[src/rtl/dual_chan_io_decoder.sv]
module dual_chan_io_decoder #(
  parameter int AW        = 16,
  parameter int DW        = 32,
  parameter int SHW       = 2,
  parameter int ADDW      = 4,
  parameter int CMD_BYTES = 16,
  parameter int CTL_BYTES = 4,
  parameter int BM_BYTES  = 16
) (
  input  logic            clk,
  input  logic            rst_n,
  input  logic            cfg_wr,
  input  logic [2:0]      cfg_idx,
  input  logic [AW-1:0]   cfg_wdata,
  input  logic [SHW-1:0]  pcmd_shift,
  input  logic [ADDW-1:0] pctl_add,
  input  logic [3:0]      drv_present,
  input  logic            acc_valid,
  input  logic            acc_write,
  input  logic [AW-1:0]   acc_addr,
  input  logic [2:0]      acc_size,
  input  logic [DW-1:0]   acc_wdata,
  output logic [5:0]      tgt_req,
  output logic [AW-1:0]   tgt_off,
  output logic [2:0]      tgt_size,
  output logic [DW-1:0]   tgt_wdata,
  output logic            tgt_write,
  output logic [1:0]      drv_sel,
  output logic            no_drive,
  output logic            size_err,
  output logic            dec_err
);
  localparam int W1       = AW + 1;
  localparam int BM_SPLIT = 8;
  localparam int SEL_OFF  = 6;
  localparam int NBASE    = 5;
  localparam int CMD_IDX  = 5;

  logic [AW-1:0] base_q [NBASE];
  logic          io_en, bm_en;
  logic [1:0]    sel_q;

  function automatic logic in_win(input logic [AW-1:0] a, input logic [AW-1:0] b, input int unsigned n);
    return ({1'b0, a} >= {1'b0, b}) && ({1'b0, a} < ({1'b0, b} + W1'(n)));
  endfunction

  wire h_pcmd = in_win(acc_addr, base_q[0], CMD_BYTES);
  wire h_pctl = in_win(acc_addr, base_q[1], CTL_BYTES);
  wire h_scmd = in_win(acc_addr, base_q[2], CMD_BYTES);
  wire h_sctl = in_win(acc_addr, base_q[3], CTL_BYTES);
  wire h_bm   = in_win(acc_addr, base_q[4], BM_BYTES);

  wire [AW-1:0] off_pcmd = (acc_addr - base_q[0]) >> pcmd_shift;
  wire [AW-1:0] off_pctl = (acc_addr - base_q[1]) + AW'(pctl_add);
  wire [AW-1:0] off_scmd = acc_addr - base_q[2];
  wire [AW-1:0] off_sctl = acc_addr - base_q[3];
  wire [AW-1:0] rel_bm   = acc_addr - base_q[4];

  wire size_ok = (acc_size == 3'd1) || (acc_size == 3'd2) || (acc_size == 3'd4);
  wire snoop   = acc_write && acc_wdata[4];

  logic [5:0]    n_req;
  logic [AW-1:0] n_off;
  logic [1:0]    n_sel;
  logic          n_nodrv, n_serr, n_derr;

  always_comb begin
    n_req   = '0;
    n_off   = '0;
    n_sel   = sel_q;
    n_nodrv = 1'b0;
    n_serr  = 1'b0;
    n_derr  = 1'b0;
    if (acc_valid) begin
      if (!size_ok) begin
        n_serr = 1'b1;
      end else if (io_en) begin
        if (h_pcmd) begin
          n_off = off_pcmd;
          if (acc_write && off_pcmd == AW'(SEL_OFF)) n_sel[0] = snoop;
          if (drv_present[{1'b0, n_sel[0]}]) n_req[0] = 1'b1; else n_nodrv = 1'b1;
        end else if (h_pctl) begin
          n_off = off_pctl;
          if (drv_present[{1'b0, sel_q[0]}]) n_req[1] = 1'b1; else n_nodrv = 1'b1;
        end else if (h_scmd) begin
          n_off = off_scmd;
          if (acc_write && off_scmd == AW'(SEL_OFF)) n_sel[1] = snoop;
          if (drv_present[{1'b1, n_sel[1]}]) n_req[2] = 1'b1; else n_nodrv = 1'b1;
        end else if (h_sctl) begin
          n_off = off_sctl;
          if (drv_present[{1'b1, sel_q[1]}]) n_req[3] = 1'b1; else n_nodrv = 1'b1;
        end else if (h_bm) begin
          if (!acc_write || bm_en) begin
            if (rel_bm < AW'(BM_SPLIT)) begin
              n_req[4] = 1'b1;
              n_off    = rel_bm;
            end else begin
              n_req[5] = 1'b1;
              n_off    = rel_bm - AW'(BM_SPLIT);
            end
          end
        end else begin
          n_derr = 1'b1;
        end
      end
    end
  end

  always_ff @(posedge clk or negedge rst_n) begin
    if (!rst_n) begin
      for (int i = 0; i < NBASE; i++) base_q[i] <= '0;
      io_en <= 1'b0;
      bm_en <= 1'b0;
    end else if (cfg_wr) begin
      if (cfg_idx == 3'(CMD_IDX)) begin
        io_en <= cfg_wdata[0];
        bm_en <= cfg_wdata[2];
      end else if (cfg_idx < 3'(NBASE) && cfg_wdata != '0) begin
        base_q[cfg_idx] <= cfg_wdata;
      end
    end
  end

  always_ff @(posedge clk or negedge rst_n) begin
    if (!rst_n) begin
      tgt_req   <= '0;
      tgt_off   <= '0;
      tgt_size  <= '0;
      tgt_wdata <= '0;
      tgt_write <= 1'b0;
      sel_q     <= '0;
      no_drive  <= 1'b0;
      size_err  <= 1'b0;
      dec_err   <= 1'b0;
    end else begin
      tgt_req  <= n_req;
      sel_q    <= n_sel;
      no_drive <= n_nodrv;
      size_err <= n_serr;
      dec_err  <= n_derr;
      if (acc_valid) begin
        tgt_off   <= n_off;
        tgt_size  <= acc_size;
        tgt_wdata <= acc_wdata;
        tgt_write <= acc_write;
      end
    end
  end

  assign drv_sel = sel_q;

  assert_onehot_R12: assert property (@(posedge clk) disable iff (!rst_n)
    $onehot0(tgt_req));
  assert_idle_R12: assert property (@(posedge clk) disable iff (!rst_n)
    !acc_valid |=> (tgt_req == '0) && !size_err && !dec_err && !no_drive);
  assert_bad_size_R1: assert property (@(posedge clk) disable iff (!rst_n)
    (acc_valid && !size_ok) |=> size_err && (tgt_req == '0));
  assert_io_off_R2: assert property (@(posedge clk) disable iff (!rst_n)
    (acc_valid && !io_en) |=> (tgt_req == '0) && !dec_err && !no_drive);
  assert_bm_wr_gate_R5: assert property (@(posedge clk) disable iff (!rst_n)
    (acc_valid && acc_write && !bm_en) |=> !tgt_req[4] && !tgt_req[5]);
  assert_sel_hold_R7: assert property (@(posedge clk) disable iff (!rst_n)
    !(acc_valid && acc_write) |=> $stable(drv_sel));
  assert_zero_base_R9: assert property (@(posedge clk) disable iff (!rst_n)
    (cfg_wr && cfg_idx == 3'd0 && cfg_wdata == '0) |=> $stable(base_q[0]));
endmodule

[config.mk]
export PLATFORM = sky130hd
export DESIGN_NAME = dual_chan_io_decoder
export DESIGN_NICKNAME = d
export VERILOG_FILES = /design/src/rtl/dual_chan_io_decoder.sv
export SDC_FILE = /design/constraint.sdc
export NUM_CORES = 1
export LEC_CHECK = 0
export ABC_AREA = 1
export BUFFER_PORTS_ARGS = -buffer_cell sky130_fd_sc_hd__buf_4
export CORE_MARGIN = 8
export CORE_UTILIZATION = 56
export DETAILED_ROUTE_END_ITERATION = 8
export HOLD_SLACK_MARGIN = 0.12
export PLACE_DENSITY = 0.81
export REMOVE_ABC_BUFFERS = 1
export SYNTH_ARGS = -nofsm -noshare
export SYNTH_HDL_FRONTEND = slang
export SYNTH_SLANG_ARGS = --single-unit
[constraint.sdc]
create_clock -name clk -period 3.1 [get_ports clk]
set_input_delay 0.62 -clock clk [delete_from_list [all_inputs] [get_ports clk]]
set_output_delay 0.62 -clock clk [all_outputs]
set_load 0.01 [all_outputs]
Word-level counts from Yosys, hierarchy flattened
Index checks and enable logic that the tools add are counted.

Bits in registers: 145. Input bits: 85. Output and inout bits: 63. Word-level logic and storage cells: 149.

Add/sub/neg operators: 12. $lt $le $gt $ge: 18. Equal/unequal tests: 6. Shift-type cells: 1. Mux-type cells: 72. Bitwise gates (word level): 4. Reduce and logical (&&, ||, !) cells: 19.

Operator list (count): 2-to-1 mux 16 bit (10); < comparator 16 x 17 -> 1 bit (5); bitwise mux 80 bit (1); greater-or-equal comparator 16 bit (5); subtractor 16 bit (5); adder 16 x 5 -> 17 bit (second input constant) (3); 2-to-1 mux 1 bit (51); demux 16 bit (select 3 bit) (1); adder 16 x 3 -> 17 bit (second input constant) (2); equality test 16 x 3 -> 1 bit (second input constant) (2); 2-to-1 mux 6 bit (3); adder 16 x 4 -> 16 bit (1); < comparator 16 x 4 -> 1 bit (second input constant) (1); nonzero test 16 bit (1); right shift 16 x 2 -> 16 bit (1); subtractor 16 x 4 -> 16 bit (second input constant) (1); logical AND 1 bit (10); equality test 3 bit (second input constant) (2); < comparator 1 x 3 -> 1 bit (second input constant) (2); < comparator 2 x 3 -> 1 bit (second input constant) (2); 2-to-1 mux 2 bit (3); AND reduction 6 bit (1); 2-to-1 mux 5 bit (1); greater-or-equal comparator 4 bit (second input constant) (1); other kinds (13) (17).

Longest topological paths before layout
Depth in word-level cells: 19. Gate-level depth with buffers: 26. Mapped depth without buffers: 26.

Worst setup path after synthesis
OpenSTA, ideal clock, no wires.

Kind: reg-to-reg. From: register base_q[50] (netlist name). To: register tgt_off[7]. Data arrival time: 2999 ps. Required time: 2982 ps. Slack: -16 ps. Stages on the path, launching flop included: 24. Path through: dfrtp_1 > inv_1 > nor3_1 > nand3_1 > nor2_1 > nand2_1 > nor2_1 > inv_1 > nor2_1 > nand3_1 > xor2_1 > ha_1 > nand2_1 > inv_1 > nand3_1 > nor2_1 > nand2_1 > and2_1 > nand3_2 > nand2_1 > nor2_2 > o211ai_1 > nand3b_1 > nand2_1.

Word-level cells in the longest chain between the ends: 7.

Ends and longest elaborated chain: start: declaration (line 39) `logic [AW-1:0] base_q [NBASE];`; start signal: indexed assignment (line 119) `base_q[cfg_idx] <= cfg_wdata;`; adder 16 x 3 -> 17 bit (line 44) `return ({1'b0, a} >= {1'b0, b}) && ({1'b0, a} < ({1'b0, b} + W1'(n)));`; < comparator 16 x 17 -> 1 bit (line 44); logical AND 1 bit (line 44); 2-to-1 mux 16 bit (*) (line 82) `end else if (h_pctl) begin`; 2-to-1 mux 16 bit (*) (line 78) `if (h_pcmd) begin`; 2-to-1 mux 16 bit (*) (line 77) `end else if (io_en) begin`; 2-to-1 mux 16 bit (*) (line 75) `if (!size_ok) begin`; end signal: assignment (line 142) `tgt_off <= n_off;`; end: declaration (line 24) `output logic [AW-1:0] tgt_off,`.

Mark *: on every way between the ends. The rest lies on a longest branch, timed or not. A chain may end at the register's enable or synchronous reset.

Final worst setup path
From: register base_q[50] (netlist name). To: register no_drive.

Word-level cells in the longest chain between the ends: 8.

Ends and longest elaborated chain: adder 16 x 3 -> 17 bit (line 44); < comparator 16 x 17 -> 1 bit (line 44); logical AND 1 bit (*) (line 44); 2-to-1 mux 1 bit (*) (line 82); 2-to-1 mux 1 bit (*) (line 78); 2-to-1 mux 1 bit (*) (line 77); 2-to-1 mux 1 bit (*) (line 75); 2-to-1 mux 1 bit (*) (line 74) `if (acc_valid) begin`; via n_nodrv (line 65) `logic n_nodrv, n_serr, n_derr;`; end signal: assignment (line 138) `no_drive <= n_nodrv;`; end: declaration (line 29) `output logic no_drive,`.

The timed path passes the listed nets; every way through them passes the cells marked *.

==> results by group <==
Logic synthesis
  • Synthesized cell area: 14,700 um2
  • Post-Synth Simple-Gate Area: roughly 33%
  • Adder-Cell Fraction of Synth Area: about 16%
  • Dominant combinational cell family by area after synthesis: simple AND/OR/NAND/NOR gates
  • Post-synthesis register bit count: about 150
  • Post-synthesis average cell area: 6.61 um2
  • Cell variety after synth: 50
  • Post-Synthesis Cells: 2,218
  • Synth Warn #: 0
  • Synth Area in Compound Gates: 11.4%
  • Yosys top cell by area: dfrtp_1
  • Share of the synthesized area in the top cell type: between 20% and 30%
  • Xor/xnor cell area share of the yosys netlist: roughly 5.2%
  • Synth top area cells: dfrtp_1 25%, nand2_1 18%, ha_1 14%
  • Post-synthesis sequential area ratio: around a quarter
  • Post-synthesis mux area share: less than 1%

Critical path
  • Reg-to-Reg Start: base_q[50]$_DFFE_PN0P_
  • FF-to-FF setup slack: -410 ps
  • Element type at the critical path end: flop
  • CP max FO: 8
  • Crit path kind: reg -> reg
  • Crit start category: flop
  • Data arrival time of the worst path: between 3000 and 4000 ps
  • Worst Reg-to-Reg Cells: 24
  • Reg2reg end: no_drive$_DFF_PN0_
  • CP required: approximately 3400 ps

Pwr
  • P per Cell Area: 638 nW/um2
  • Power share of the combinational group: around 60%
  • Pint: between 6000 and 7000 uW
  • Switch share: a little under half
  • Leakage dissipation: 0.0107 uW
  • Max IR drop VDD: 411 uV
  • Sequential power share: between 20% and 30%
  • Tot Pwr: 12,600 uW
  • Switching power of the nets: slightly below 6000 uW
  • Clock network fraction of total power: 18.7%

Clock tree
  • Clk Latency, worst-skew pair: around 450 ps
  • Clk buf depth: 2
  • CTS Buf Count: 17
  • Root buf cell: clkbuf_16
  • Clock slew at reported path FFs: 80 ps
  • Clock sinks: ~150
  • CTS tree: done
  • H-tree levels: 4

STA
  • Slew headroom: a little under three fifths
  • Period utilization: 113%
  • Period minus WS final: between 3000 and 4000 ps
  • Fin. max-slew vios: 0
  • Worst-Margin Slew: 668 ps
  • Setup WS post-layout: -412 ps
  • RSZ-0062 raised after global routing: true
  • Final hold violation count: 0
  • Setup violators final: 24
  • Fmax: between 0.2 and 0.3 GHz
  • Clock skew: roughly 22 ps

Placed design
  • HPWL after DPL: 45,000 um
  • Placed Instances: roughly 2,900
  • Cell area after placement: 18,200 um2
  • Routability cong.: roughly 1.1
  • Port bufs: ~150

Floorplan
  • Die Wd: 178 um
  • Area of the die: around 32,000 um2
  • Initial Util: 56.6%
  • Core Area: approximately 26,000 um2
  • Die Height: between 150 and 200 um
  • Site Rows: between 50 and 60
  • Ports: around 150

Layout
  • Fin cells: ~3,000
  • Synth-to-layout area growth: 35.1%
  • Fillers: 1,922
  • Layout net count: approximately 2,900
  • Util after Layout: 76.5%
  • Final instance area: between 15,000 and 20,000 um2
  • Layout cells sized above 1: between 20% and 30%

Global route
  • Vias in the first global route: approximately 17,000
  • GRT Util Overall: around 38%
  • Largest net degree at the start of global routing: 56
  • Initial antenna violation count: 1
  • First-pass GRT wire length: just over 90,000 um
  • Total grt overflow: 0

Route
  • Routed WL per cell: slightly above 20 um
  • Final WL: about 62,000 um
  • DR vias: between 15,000 and 20,000
  • Routed Antenna Nets: 0
  • 1st-iter DRT viols: 2,117
  • Drt drc: 0
  • First drt pass iteration count: 6
  • Vias/cell: 5.86

Hold path
  • Hold path depth: 3
  • Hold EP: tgt_wdata[12]$_DFFE_PN0P_
  • HP Start: acc_wdata[12]
  • Worst Hold Class: in -> reg

Run
  • Max_cap viols: 0

Outcome
  • Status: complete, but fails checks
  • Failing checks: setup timing
## stage by stage
stage	hold slack, ps	setup WS, ps	TNS [ps]
2_1_floorplan	324	-244	-2650
3_3_place_gp	454	-563	-9420
3_5_place_dp	460	-522	-9820
4_1_cts	370	-270	-3900
5_1_grt	371	-559	-11550
6_report	364	-412	-7190
## cells in the final DEF (no fill, tap or decap), types with 5 or more instances in the layout
cell type / count
nand2_1: 677
buf_4: 442
inv_1: 307
ha_1: 159
dfrtp_1: 142
nand3_1: 140
o21ai_0: 137
nor2_1: 115
a21oi_1: 103
xor2_1: 70
nand4_1: 49
nand3_2: 24
inv_2: 20
nor3_1: 18
nor2_2: 17
nand2_2: 17
clkbuf_16: 17
buf_6: 17
nor2_4: 14
fa_1: 14
o211ai_1: 13
xnor2_1: 12
nand3b_1: 12
nor4_1: 10
a21oi_2: 10
o21ai_1: 8
nand3_4: 7
nor3_4: 6
o21ai_2: 6
nor3_2: 5
a31oi_1: 5
inv_8: 5
buf_12: 5
## layer usage
metal	routed length [um]	GRT usage (%)	up-vias
li1	-	-	8114
met1	22000	43.6	8056
met2	27300	60.1	1142
met3	6940	9.21	359
met4	5750	27.6	2
met5	12	0	-
## how the worst max path moves through the flow
stage               slack (ps)                   start                 endpoint
floorplan                 -240  base_q[20]$_DFFE_PN0P_  tgt_off[14]$_DFFE_PN0P_
global placement          -560             acc_addr[0]  tgt_off[14]$_DFFE_PN0P_
detailed placement        -520             acc_addr[0]  tgt_off[14]$_DFFE_PN0P_
CTS                       -270  base_q[18]$_DFFE_PN0P_   tgt_off[2]$_DFFE_PN0P_
global route              -560  base_q[50]$_DFFE_PN0P_       no_drive$_DFF_PN0_
finish                    -410  base_q[50]$_DFFE_PN0P_       no_drive$_DFF_PN0_
## sequential cells by signal, summed over array words and instances (netlist names)
signal	count
tgt_wdata	32
bm_en	1
no_drive	1
size_err	1
tgt_size	3
tgt_req	6
dec_err	1
tgt_off	16
io_en	1
tgt_write	1
drv_sel	2
base_q	80
## power by group through the flow
stage | sequential [uW] | combinational, uW | clock, uW
after floorplan | 2510 | 3760 | 0
after global placement | 2560 | 6620 | 0
after detailed placement | 2560 | 6810 | 0
after CTS | 2540 | 7210 | 2330
after global routing | 2600 | 8330 | 2430
final | 2580 | 7700 | 2360
## synth_stat cells (all sizes together)
| library cell | n |
|---|---|
| ha | 165 |
| a22oi | 3 |
| a32oi | 1 |
| a31oi | 5 |
| clkbuf | 28 |
| nand3b | 13 |
| o21ai | 151 |
| o31ai | 2 |
| and2 | 5 |
| nor4 | 12 |
| a21oi | 113 |
| xor2 | 72 |
| nand3 | 171 |
| clkinv | 3 |
| xnor2 | 14 |
| a21boi | 1 |
| o211ai | 13 |
| fa | 14 |
| inv | 328 |
| dfrtp | 145 |
| or2 | 7 |
| o21bai | 4 |
| a211oi | 4 |
| a41oi | 1 |
| a21o | 4 |
| nand4 | 49 |
| nor3 | 29 |
| nor2 | 147 |
| nand2 | 698 |
| o21a | 3 |
| o221ai | 3 |
| buf | 8 |
| a221oi | 1 |
| mux2 | 1 |
## cell type report
| type | count | area, um2 | share of cell area [%] |
|---|---|---|---|
| Multi-Input combinational cell | 1706 | 10300 | 51.7 |
| Clock inverter | 15 | 214 | 1.08 |
| Sequential cell | 145 | 3630 | 18.3 |
| Antenna cell | 1 | 2.50 | 0.0126 |
| Timing Repair Buffer | 465 | 3620 | 18.3 |
| Tap cell | 335 | 419 | 2.11 |
| Timing Repair inverter | 1 | 7.51 | 0.0379 |
| Clock buffer | 17 | 425 | 2.15 |
| Inverter | 331 | 1250 | 6.29 |
## worst max-delay path, stage by stage (launching register included)
cell and delay [ps]:
dfrtp_1 410, inv_2 70, nor3_4 210, nand3_2 90
nor2_1 100, nand2_1 110, nor2_1 150, inv_1 100
nor2_2 120, buf_4 130, nand2_2 60, xor2_1 160
ha_1 360, nand3_4 140, inv_2 60, a21oi_2 130
and2_4 160, nand3_4 100, buf_6 150, nor2_4 230
nand2_2 110, nand2_1 80, nor2_1 60, nand2_1 70
nor2_1 40
## cells by family (layout without fill, tap and decap cells)
| family | after synthesis | in the layout |
|---|---|---|
| flip-flops | 145 | 145 |
| AND/OR/NAND/NOR | 1131 | 1131 |
| multiplexers | 1 | 1 |
| AO/OA/AOI/OAI | 309 | 309 |
| buffers and inverters | 367 | 829 |
| other | 0 | 1 |
| adder cells (fa/ha/maj) | 179 | 179 |
| XOR/XNOR | 86 | 86 |
## what timing repair did
action	4_1_cts	5_1_grt
pin swaps	51	44
gates resized for setup	113	66
hold buffers	1	0
buffers inserted	29	9
setup endpoints to repair	26	26
endpoints found under the hold margin	17	0
cloned	1	0
Note: power is estimated with default switching activity, not from simulation.
